## src/rtl/lsagu_pkg.sv

```systemverilog
package lsagu_pkg;

  localparam int INSN_W = 16;
  localparam int RSEL_W = 4;

  localparam logic [3:0] GRP_LD_PC = 4'h0;
  localparam logic [3:0] GRP_LD_SP = 4'h1;
  localparam logic [3:0] GRP_ST_PC = 4'h2;
  localparam logic [3:0] GRP_ST_SP = 4'h3;
  localparam logic [3:0] GRP_INDIR = 4'h4;

  localparam logic [RSEL_W-1:0] REG_PC = 4'd0;
  localparam logic [RSEL_W-1:0] REG_SP = 4'd2;

  typedef enum logic [2:0] {
    OP_IDLE, OP_REL_LD, OP_REL_ST, OP_IND_LD, OP_IND_ST, OP_MOVE, OP_SWAP
  } op_e;

  typedef enum logic [2:0] {
    AM_FLAT, AM_POST_INC, AM_PRE_INC, AM_POST_DEC, AM_PRE_DEC
  } amode_e;

  typedef struct packed {
    op_e               op;
    amode_e            am;
    logic [RSEL_W-1:0] sel_a;
    logic [RSEL_W-1:0] sel_b;
    logic [RSEL_W-1:0] dst;
  } dctl_t;

  // low three bits of an indirect sub-code map onto the five addressing forms
  function automatic amode_e amode_of(input logic [2:0] code);
    case (code)
      3'd1:    return AM_POST_INC;
      3'd2:    return AM_PRE_INC;
      3'd3:    return AM_POST_DEC;
      3'd4:    return AM_PRE_DEC;
      default: return AM_FLAT;
    endcase
  endfunction

endpackage

```

## src/rtl/lsagu_decode.sv

```systemverilog
module lsagu_decode
  import lsagu_pkg::*;
#(
  parameter int OFF_W = 8
) (
  input  logic              vld,
  input  logic [INSN_W-1:0] insn,
  output dctl_t             ctl,
  output logic [OFF_W-1:0]  off
);

  logic [3:0]        grp;
  logic [3:0]        sub;
  logic [RSEL_W-1:0] fld_lo;
  logic [RSEL_W-1:0] fld_hi;

  assign grp    = insn[15:12];
  assign sub    = insn[3:0];
  assign fld_lo = insn[7:4];
  assign fld_hi = insn[11:8];
  assign off    = insn[OFF_W-1:0];

  always_comb begin
    ctl       = '0;
    ctl.op    = OP_IDLE;
    ctl.am    = AM_FLAT;
    if (vld) begin
      case (grp)
        GRP_LD_PC, GRP_LD_SP: begin
          ctl.op    = OP_REL_LD;
          ctl.sel_a = (grp == GRP_LD_SP) ? REG_SP : REG_PC;
          ctl.dst   = fld_hi;
        end
        GRP_ST_PC, GRP_ST_SP: begin
          ctl.op    = OP_REL_ST;
          ctl.sel_a = (grp == GRP_ST_SP) ? REG_SP : REG_PC;
          ctl.sel_b = fld_hi;
        end
        GRP_INDIR: begin
          case (sub)
            4'h0, 4'h1, 4'h2, 4'h3, 4'h4: begin
              ctl.op    = OP_IND_LD;
              ctl.am    = amode_of(sub[2:0]);
              ctl.sel_a = fld_lo;
              ctl.dst   = fld_hi;
            end
            4'h8, 4'h9, 4'hA, 4'hB, 4'hC: begin
              ctl.op    = OP_IND_ST;
              ctl.am    = amode_of(sub[2:0]);
              ctl.sel_a = fld_hi;
              ctl.sel_b = fld_lo;
            end
            4'h6: begin
              ctl.op    = OP_MOVE;
              ctl.sel_a = fld_lo;
              ctl.dst   = fld_hi;
            end
            4'hE: begin
              ctl.op    = OP_SWAP;
              ctl.sel_a = fld_lo;
              ctl.sel_b = fld_hi;
            end
            default: ctl.op = OP_IDLE;
          endcase
        end
        default: ctl.op = OP_IDLE;
      endcase
    end
  end

endmodule

```

## src/rtl/lsagu_addr.sv

```systemverilog
module lsagu_addr
  import lsagu_pkg::*;
#(
  parameter int DATA_W = 16,
  parameter int OFF_W  = 8
) (
  input  op_e               op,
  input  amode_e            am,
  input  logic [DATA_W-1:0] base,
  input  logic [OFF_W-1:0]  off,
  output logic [DATA_W-1:0] ea,
  output logic [DATA_W-1:0] upd_base,
  output logic              base_wb
);

  localparam int PAD_W = DATA_W - OFF_W;

  function automatic logic [DATA_W-1:0] disp_add(input logic [DATA_W-1:0] b,
                                                 input logic [OFF_W-1:0]  d);
    return b + {{PAD_W{1'b0}}, d};
  endfunction

  function automatic logic [DATA_W-1:0] step_base(input logic [DATA_W-1:0] b,
                                                  input amode_e m);
    case (m)
      AM_POST_INC, AM_PRE_INC: return b + DATA_W'(1);
      AM_POST_DEC, AM_PRE_DEC: return b - DATA_W'(1);
      default:                 return b;
    endcase
  endfunction

  function automatic logic is_pre(input amode_e m);
    return (m == AM_PRE_INC) || (m == AM_PRE_DEC);
  endfunction

  logic indirect;
  assign indirect = (op == OP_IND_LD) || (op == OP_IND_ST);

  always_comb begin
    upd_base = step_base(base, am);
    base_wb  = indirect && (am != AM_FLAT);
    if (indirect) ea = is_pre(am) ? upd_base : base;
    else          ea = disp_add(base, off);
  end

endmodule

```

## src/rtl/lsagu_oreg.sv

```systemverilog
module lsagu_oreg
  import lsagu_pkg::*;
#(
  parameter int DATA_W = 16,
  parameter int NWP    = 2
) (
  input  logic                              clk,
  input  logic                              rst_n,
  input  logic                              n_rd,
  input  logic                              n_wr,
  input  logic [DATA_W-1:0]                 n_addr,
  input  logic [DATA_W-1:0]                 n_wdata,
  input  logic [RSEL_W-1:0]                 n_tag,
  input  logic [NWP-1:0]                    n_wen,
  input  logic [NWP-1:0][RSEL_W-1:0]        n_wsel,
  input  logic [NWP-1:0][DATA_W-1:0]        n_wval,
  output logic                              q_rd,
  output logic                              q_wr,
  output logic [DATA_W-1:0]                 q_addr,
  output logic [DATA_W-1:0]                 q_wdata,
  output logic [RSEL_W-1:0]                 q_tag,
  output logic [NWP-1:0]                    q_wen,
  output logic [NWP-1:0][RSEL_W-1:0]        q_wsel,
  output logic [NWP-1:0][DATA_W-1:0]        q_wval
);

  always_ff @(posedge clk or negedge rst_n) begin
    if (!rst_n) begin
      q_rd    <= 1'b0;
      q_wr    <= 1'b0;
      q_addr  <= '0;
      q_wdata <= '0;
      q_tag   <= '0;
    end else begin
      q_rd    <= n_rd;
      q_wr    <= n_wr;
      q_addr  <= n_addr;
      q_wdata <= n_wdata;
      q_tag   <= n_tag;
    end
  end

  for (genvar g = 0; g < NWP; g++) begin : g_wp
    always_ff @(posedge clk or negedge rst_n) begin
      if (!rst_n) begin
        q_wen[g]  <= 1'b0;
        q_wsel[g] <= '0;
        q_wval[g] <= '0;
      end else begin
        q_wen[g]  <= n_wen[g];
        q_wsel[g] <= n_wsel[g];
        q_wval[g] <= n_wval[g];
      end
    end
  end

endmodule

```

## src/rtl/lsagu.sv

```systemverilog
module lsagu
  import lsagu_pkg::*;
#(
  parameter int DATA_W = 16,
  parameter int OFF_W  = 8
) (
  input  logic              clk,
  input  logic              rst_n,
  input  logic              insn_vld,
  input  logic [15:0]       insn,
  output logic [3:0]        rf_sel_a,
  input  logic [DATA_W-1:0] rf_val_a,
  output logic [3:0]        rf_sel_b,
  input  logic [DATA_W-1:0] rf_val_b,
  output logic              mem_rd,
  output logic              mem_wr,
  output logic [DATA_W-1:0] mem_addr,
  output logic [DATA_W-1:0] mem_wdata,
  output logic [3:0]        ld_tag,
  output logic              wp0_en,
  output logic [3:0]        wp0_sel,
  output logic [DATA_W-1:0] wp0_val,
  output logic              wp1_en,
  output logic [3:0]        wp1_sel,
  output logic [DATA_W-1:0] wp1_val
);

  localparam int NWP = 2;

  dctl_t             ctl;
  logic [OFF_W-1:0]  off;
  logic [DATA_W-1:0] ea;
  logic [DATA_W-1:0] upd_base;
  logic              base_wb;

  // named decode events, observed by the bound checker
  logic is_load;
  logic is_store;

  logic [DATA_W-1:0]          n_addr;
  logic [DATA_W-1:0]          n_wdata;
  logic [RSEL_W-1:0]          n_tag;
  logic [NWP-1:0]             n_wen;
  logic [NWP-1:0][RSEL_W-1:0] n_wsel;
  logic [NWP-1:0][DATA_W-1:0] n_wval;

  logic [NWP-1:0]             q_wen;
  logic [NWP-1:0][RSEL_W-1:0] q_wsel;
  logic [NWP-1:0][DATA_W-1:0] q_wval;

  lsagu_decode #(.OFF_W(OFF_W)) u_dec (
    .vld  (insn_vld),
    .insn (insn),
    .ctl  (ctl),
    .off  (off)
  );

  assign rf_sel_a = ctl.sel_a;
  assign rf_sel_b = ctl.sel_b;

  lsagu_addr #(.DATA_W(DATA_W), .OFF_W(OFF_W)) u_addr (
    .op       (ctl.op),
    .am       (ctl.am),
    .base     (rf_val_a),
    .off      (off),
    .ea       (ea),
    .upd_base (upd_base),
    .base_wb  (base_wb)
  );

  assign is_load  = (ctl.op == OP_REL_LD) || (ctl.op == OP_IND_LD);
  assign is_store = (ctl.op == OP_REL_ST) || (ctl.op == OP_IND_ST);

  always_comb begin
    n_addr  = (is_load || is_store) ? ea : '0;
    n_wdata = is_store ? rf_val_b : '0;
    n_tag   = is_load ? ctl.dst : '0;
    n_wen   = '0;
    n_wsel  = '0;
    n_wval  = '0;
    case (ctl.op)
      OP_IND_LD, OP_IND_ST: begin
        if (base_wb) begin
          n_wen[0]  = 1'b1;
          n_wsel[0] = ctl.sel_a;
          n_wval[0] = upd_base;
        end
      end
      OP_MOVE: begin
        n_wen[0]  = 1'b1;
        n_wsel[0] = ctl.dst;
        n_wval[0] = rf_val_a;
      end
      OP_SWAP: begin
        n_wen     = '1;
        n_wsel[0] = ctl.sel_a;
        n_wval[0] = rf_val_b;
        n_wsel[1] = ctl.sel_b;
        n_wval[1] = rf_val_a;
      end
      default: ;
    endcase
  end

  lsagu_oreg #(.DATA_W(DATA_W), .NWP(NWP)) u_oreg (
    .clk     (clk),
    .rst_n   (rst_n),
    .n_rd    (is_load),
    .n_wr    (is_store),
    .n_addr  (n_addr),
    .n_wdata (n_wdata),
    .n_tag   (n_tag),
    .n_wen   (n_wen),
    .n_wsel  (n_wsel),
    .n_wval  (n_wval),
    .q_rd    (mem_rd),
    .q_wr    (mem_wr),
    .q_addr  (mem_addr),
    .q_wdata (mem_wdata),
    .q_tag   (ld_tag),
    .q_wen   (q_wen),
    .q_wsel  (q_wsel),
    .q_wval  (q_wval)
  );

  assign wp0_en  = q_wen[0];
  assign wp0_sel = q_wsel[0];
  assign wp0_val = q_wval[0];
  assign wp1_en  = q_wen[1];
  assign wp1_sel = q_wsel[1];
  assign wp1_val = q_wval[1];

endmodule

```

## config.mk

```make
export PLATFORM = sky130hd
export DESIGN_NAME = lsagu
export DESIGN_NICKNAME = d
export VERILOG_FILES = /design/src/rtl/lsagu_pkg.sv /design/src/rtl/lsagu_decode.sv /design/src/rtl/lsagu_addr.sv /design/src/rtl/lsagu_oreg.sv /design/src/rtl/lsagu.sv
export SDC_FILE = /design/constraint.sdc
export NUM_CORES = 1
export LEC_CHECK = 0
export ABC_AREA = 1
export BUFFER_PORTS_ARGS = -buffer_cell sky130_fd_sc_hd__buf_2
export CORE_MARGIN = 2
export CORE_UTILIZATION = 55
export CTS_CLUSTER_SIZE = 20
export DETAILED_ROUTE_END_ITERATION = 12
export GPL_TIMING_DRIVEN = 0
export PLACE_DENSITY = 0.84
export SYNTH_ARGS = -nofsm -noshare
export SYNTH_HDL_FRONTEND = slang
export SYNTH_SLANG_ARGS = --single-unit
export TNS_END_PERCENT = 20
```

## constraint.sdc

```tcl
create_clock -name clk -period 2.74 [get_ports clk]
set_input_delay 0.137 -clock clk [delete_from_list [all_inputs] [get_ports clk]]
set_output_delay 0.137 -clock clk [all_outputs]
set_load 0.02 [all_outputs]
```

==> results of run 1 <==
## per-layer routing
metal / vias up / part of all wire / track usage
met5: - / 0 / 0
met4: 0 / 0.038 / 0.121
met3: 50 / 0.093 / 0.0499
met2: 282 / 0.47 / 0.471
met1: 2209 / 0.40 / 0.406
li1: 2225 / - / -
## logic make-up after synthesis
kind of cell               Yosys count  share of synthesized area
xor gates and xnor gates             9                     0.0166
AOI/OAI and AO/OA                  114                      0.164
buffers and inverters              110                     0.0982
and+or+nand+nor                    253                      0.227
adders and majority gates           26                     0.0718
DFF                                 80                      0.422
## power breakdown
part	internal (mW)	switching, mW	total (mW)	leakage [nW]
clock network	0.444	0.406	0.850	0.0993
logic	0.136	0.288	0.424	2.26
registers	1.20	0.00571	1.21	1.11
## worst min-delay path: stages
cell,delay (ns)
buf_2,0.12
inv_1,0.05
nor2_1,0.04
## layout by cell type (no fill, tap or decap), types with 4 or more instances in the layout
master / instances
o221ai_2: 10
buf_2: 143
o22ai_1: 12
xor2_1: 8
a21oi_1: 45
clkbuf_8: 10
nand3_1: 24
nand2_1: 123
ha_1: 24
dfrtp_1: 80
o21ai_1: 10
o221ai_1: 6
nor3_1: 7
o21ai_0: 13
inv_2: 6
inv_1: 89
buf_6: 4
nand2_2: 8
nor2_1: 74
## layout make-up
| type | count | area share |
|---|---|---|
| buffer | 13 | 0.0162 |
| clock buffer | 11 | 0.0244 |
| clock inverter | 5 | 0.00970 |
| inverter | 97 | 0.0641 |
| multi-input combinational | 402 | 0.392 |
| sequential | 80 | 0.345 |
| tap | 105 | 0.0226 |
| timing repair buffer | 140 | 0.126 |
## worst max path at each step
stage	endpoint	slack, ns	cells past startpoint
CTS	u_oreg.q_wval[14]	0.22	19
floorplan	u_oreg.q_addr[12]	0.30	18
finish	u_oreg.q_wval[14]	0.28	19
global placement	u_oreg.q_wval[12]	-0.25	16
detailed placement	u_oreg.q_wval[12]	-0.40	16
global route	u_oreg.q_wval[14]	0.03	19
## what timing repair did
item                                    4_1_cts  5_1_grt
endpoints found under the setup margin        6        8
gates resized for setup                       1        1
hold buffers                                  1        0
endpoints found under the hold margin        80        0
pin swaps                                     0        0
## registers in the layout, indices dropped and copies added, names as in the netlist
signal / cells
u_oreg.q_wdata: 16
u_oreg.q_wr: 1
u_oreg.q_wval: 32
u_oreg.q_wsel: 8
u_oreg.q_addr: 16
u_oreg.q_wen: 2
u_oreg.q_tag: 4
u_oreg.q_rd: 1
## stage by stage
stage | instances | utilization
global placement | 835 | 0.670
floorplan | 592 | -
global route | 853 | 0.699
detailed placement | 836 | 0.674
CTS | 853 | 0.699
finish | 853 | 0.699
==> flow_summary_export.csv, run 1 <==
group,metric,value,unit
outcome,status,"complete, no violations",
run,maxCapViolCount,0,
cts,cts_sinks,80,
floorplan,ios,139,
sta,finalCritPeriodShare,0.897,
setup_path,worstPathMaxFanout,18,
min_path,min_from,"rf_val_b[9]",
sta,period_minus_slack,2.46,ns
route,dr.pass1.iters,8,
cts,clockBufferDepth,2,
cts,cts_setup_buffers,0,
sta,fin_hold_ws,0.0270,ns
route,wire_per_inst,16.1,µm
layout,antenna_cells,0,
layout,nNetsFinal,820,
yosys,synth_commonest_cells,"124 x nand2_1, 89 x inv_1, 80 x dfrtp_1",
sta,finalMaxSlewViolations,0,
yosys,synth_top_cell_by_area,"dfrtp_1",
yosys,synth_edf_count,0,
layout,multi_input_area,2270,µm²
yosys,synth.net_count,669,
yosys,synth_most_common_cell,"nand2_1",
setup_path,slowest_delay,0.33,ns
placement,portBuffers,138,
setup_path,cp.arrival,2.64,ns
placement,routabilityCongestion,0.994,
setup_path,startpoint_type,"primary input",
placement,dp_hpwl,10800,µm
yosys,synthesis.area,4740,µm²
sta,slew-limit-headroom,0.580,
cts,htree_levels,3,
power_and_ir_drop,leakagePower,3.47,nW
yosys,ys_ff_latch,80,
sta,hold_viol_final,0,
setup_path,cp_slowest_cell,"ha_1",
power_and_ir_drop,power.density,427,nW/µm²
min_path,worstHoldPathType,"in2reg",
route,ant_nets,0,
placement,placed_cell_area,5590,µm²
yosys,ys_warn_count,0,
cts,cts.clk_slew.worst_paths,0.08,ns
yosys,synthArstFlopShare,1.00,
sta,worst_slack,0.283,ns
route,viasPerCell,5.59,
global_routing,antenna_found_initial,0,
yosys,avgSynthCellArea,8.01,µm²
layout,final_area,5800,µm²
yosys,syn_inst,592,
setup_path,critPathKind,"in2reg",
layout,nFillCells,645,
floorplan,core-area,8300,µm²
global_routing,grt_overflow,0,
sta,rsz0062_at_grt,"false",
power_and_ir_drop,power,2.48,mW
floorplan,start_util,0.571,
sta,setup_tns,0,ns
cts,cts_tree,"yes",
cts,cts_made_buffers,9,
setup_path,worstPathRequired,2.93,ns
sta,setup_viol,0,
layout,drive_above_1_share,0.281,
setup_path,worst-path-buf-inv,3,
cts,cts_root_buffer,"clkbuf_8",
floorplan,placementRows,33,
min_path,hold_depth,3,
route,num_vias,4766,
yosys,synth_cell_types,41,
sta,tightest_slew,0.629,ns
global_routing,grt_pass1_wl,22500,µm
layout,areaGrowthSynthToFinish,22.4,%
route,drt-initial-drc-count,506,
layout,seqCellArea,2000,µm²
yosys,ys_seq_area_frac,0.422,
global_routing,grt_pass1_vias,4568,
setup_path,startpoint,"insn[12]",
setup_path,end_kind,"register",
sta,fmax,0.407,GHz
global_routing,grt_usage,0.297,
yosys,synth_top_cell_area_share,0.422,
global_routing,grt_max_degree,78,
min_path,holdPathEnd,"u_oreg.q_wdata[9]",
floorplan,die_h,96.8,µm
power_and_ir_drop,vdd_drop_max,0.000191,V
setup_path,critical-path-top-delay-family,"simple AND/OR/NAND/NOR gates",
yosys,ys.flop_type,"dfrtp_1",
floorplan,dieArea,9380,µm²
floorplan,die_width,96.8,µm
setup_path,crit_path_frequent_cell,"nand2_1",
yosys,ys_top_cells_by_area,"dfrtp_1 42%, nand2_1 9.8%, inv_1 7.0%",
route,drc,0,
route,wirelength,13700,µm
setup_path,cp_cell_sequence,"buf_2, inv_1, nand2_1, nor2_4, nand2_4, clkinv_4, nand2_2, nand2_2, ha_1, a21oi_1, nand2_1, a21boi_1, nor2_1, nand3_1, nand2_1, nand2_1, nand2_1, nand2_1, o221ai_1",
placement,dpl_worst_slack,-0.395,ns
Power figures use the tool's default switching activity.
==> run 2, diff against run 1 <==
GPL_TIMING_DRIVEN = 1   (was 0)
==> run 2 against run 1 <==
Against the previous run: core utilization decreased by 0.75 points; via count decreased by 4.8%; combinational power decreased by 3%; non-clock buffer count decreased by 9; global-route usage decreased by 1.4 points; critical endpoint is now u_oreg.q_addr[15].
==> flow_summary_export.csv, run 2 (same netlist as run 1, synthesis figures left out) <==
group,metric,value,unit
outcome,status,"complete, no violations",
layout,nNetsFinal,811,
sta,finalCritPeriodShare,0.887,
power_and_ir_drop,power,2.56,mW
floorplan,core-area,8300,µm²
global_routing,grt_pass1_wl,21500,µm
setup_path,cp.arrival,2.68,ns
power_and_ir_drop,power.density,446,nW/µm²
floorplan,die_h,96.8,µm
floorplan,ios,139,
sta,period_minus_slack,2.43,ns
route,drc,0,
sta,rsz0062_at_grt,"false",
global_routing,top_usage_layer,"met2",
floorplan,start_util,0.571,
sta,finalMaxSlewViolations,0,
placement,dp_hpwl,10500,µm
layout,top_regs,"u_oreg.q_wval: 32 flops, u_oreg.q_addr: 16 flops, u_oreg.q_wdata: 16 flops",
route,wirelength,13100,µm
setup_path,critPathKind,"in2reg",
global_routing,grt_max_degree,81,
placement,dp.cells,827,
layout,layout_commonest_cell,"buf_2",
sta,fin_hold_ws,0.0227,ns
layout,largest_register_ff_count,32,
sta,setup_viol,0,
route,dr.pass1.iters,5,
sta,slew-limit-headroom,0.344,
power_and_ir_drop,leakagePower,3.43,nW
route,ant_nets,0,
route,viasPerCell,5.38,
sta,setup_tns,0,ns
cts,cts_root_buffer,"clkbuf_8",
global_routing,grt_pass1_vias,4267,
setup_path,worstPathRequired,2.98,ns
global_routing,grt_overflow,0,
route,wire_per_inst,15.5,µm
setup_path,startpoint_type,"primary input",
route,num_vias,4539,
sta,fmax,0.411,GHz
layout,final_util,0.692,
cts,cts_made_buffers,9,
global_routing,antenna_found_initial,0,
cts,cts_sinks,80,
cts,cts_tree,"yes",
sta,tightest_slew,0.985,ns
placement,routabilityCongestion,0.990,
run,maxCapViolCount,0,
sta,hold_viol_final,0,
cts,cts_setup_buffers,0,
global_routing,use_met3,0.0564,
setup_path,end_kind,"register",
global_routing,grt_usage,0.283,
cts,clockBufferDepth,2,
layout,most-common-layout-cells,"137 x buf_2, 124 x nand2_1, 89 x inv_1",
cts,htree_levels,3,
floorplan,die_width,96.8,µm
cts,cts.clk_slew.worst_paths,0.08,ns
min_path,worstHoldPathType,"in2reg",
route,drt-initial-drc-count,528,
global_routing,grt_util_met2,0.435,
global_routing,grtUsageMet1,0.406,
setup_path,worstPathMaxFanout,11,
layout,final_cell_count_no_fill,844,
layout,antenna_cells,0,
layout,areaGrowthSynthToFinish,21.1,%
floorplan,dieArea,9380,µm²
layout,drive_above_1_share,0.272,
layout,regMostFlops,"u_oreg.q_wval",
floorplan,placementRows,33,
layout,nFillCells,699,
power_and_ir_drop,vdd_drop_max,0.000254,V
placement,portBuffers,138,
-- run 2: cell types whose count changed in the layout (fill, tap and decap cells not counted), moves of 2 or more --
cell,delta
clkinv_4,+2
buf_2,-6
buf_4,+3
clkinv_2,-2
buf_6,-4
-- run 2: path summary, 6_finish.rpt --
path | end | cells after the start | start
max in group asynchronous | u_oreg.q_wval[11] | 2 | rst_n
min in group asynchronous | u_oreg.q_rd | 2 | rst_n
min | u_oreg.q_wdata[9] | 3 | rf_val_b[9]
max | u_oreg.q_addr[15] | 22 | insn[12]
-- run 2: cell type report --
class	count	area, µm²	share of cell area
clock buffer	10	128	0.0222
clock inverter	6	93.8	0.0164
sequential	80	2000	0.349
tap	105	131	0.0229
inverter	97	372	0.0647
timing repair buffer	144	741	0.129
multi-input combinational	402	2270	0.396
-- run 2: timing repair --
action                    CTS  global route
resized for setup           0             0
hold buffers                1             0
hold endpoints to repair   80             0
-- run 2: report_power, final --
group          leakage, nW  internal (mW)  total (mW)  switching (mW)
clock                0.107          0.518       0.942           0.425
sequential            1.11           1.20        1.21         0.00670
combinational         2.22          0.131       0.412           0.282
-- run 2: critical path, cell delays in order --
cell,delay [ns]
buf_2,0.10
inv_1,0.04
nand2_1,0.07
nor2_4,0.14
nand2_4,0.08
clkinv_4,0.08
nand2_2,0.07
nand2_1,0.33
buf_4,0.25
ha_1,0.28
nand2_1,0.14
inv_1,0.05
a21oi_1,0.24
nand2_1,0.08
a21oi_1,0.11
nand3_1,0.09
nand2_1,0.09
nand2_1,0.05
nand3_1,0.07
nand2_1,0.06
nand2_1,0.05
nor2_1,0.04
-- run 2: through the flow --
| step | cell area (µm²) | setup slack, ns |
|---|---|---|
| final | 5740 | 0.309 |
| after global routing | 5740 | 0.00813 |
| after CTS | 5740 | 0.342 |
| after detailed placement | 5510 | -0.0308 |
| after global placement | 5510 | 0.0402 |
| after floorplan | 4740 | 0.300 |
-- run 2: layer usage --
metal  share of wire  wire length (µm)  vias to the layer above
met5               0                 0                        -
met2            0.46              6080                      218
met1            0.43              5590                     2096
li1                -                 -                     2200
met3           0.091              1190                       25
met4           0.020               267                        0
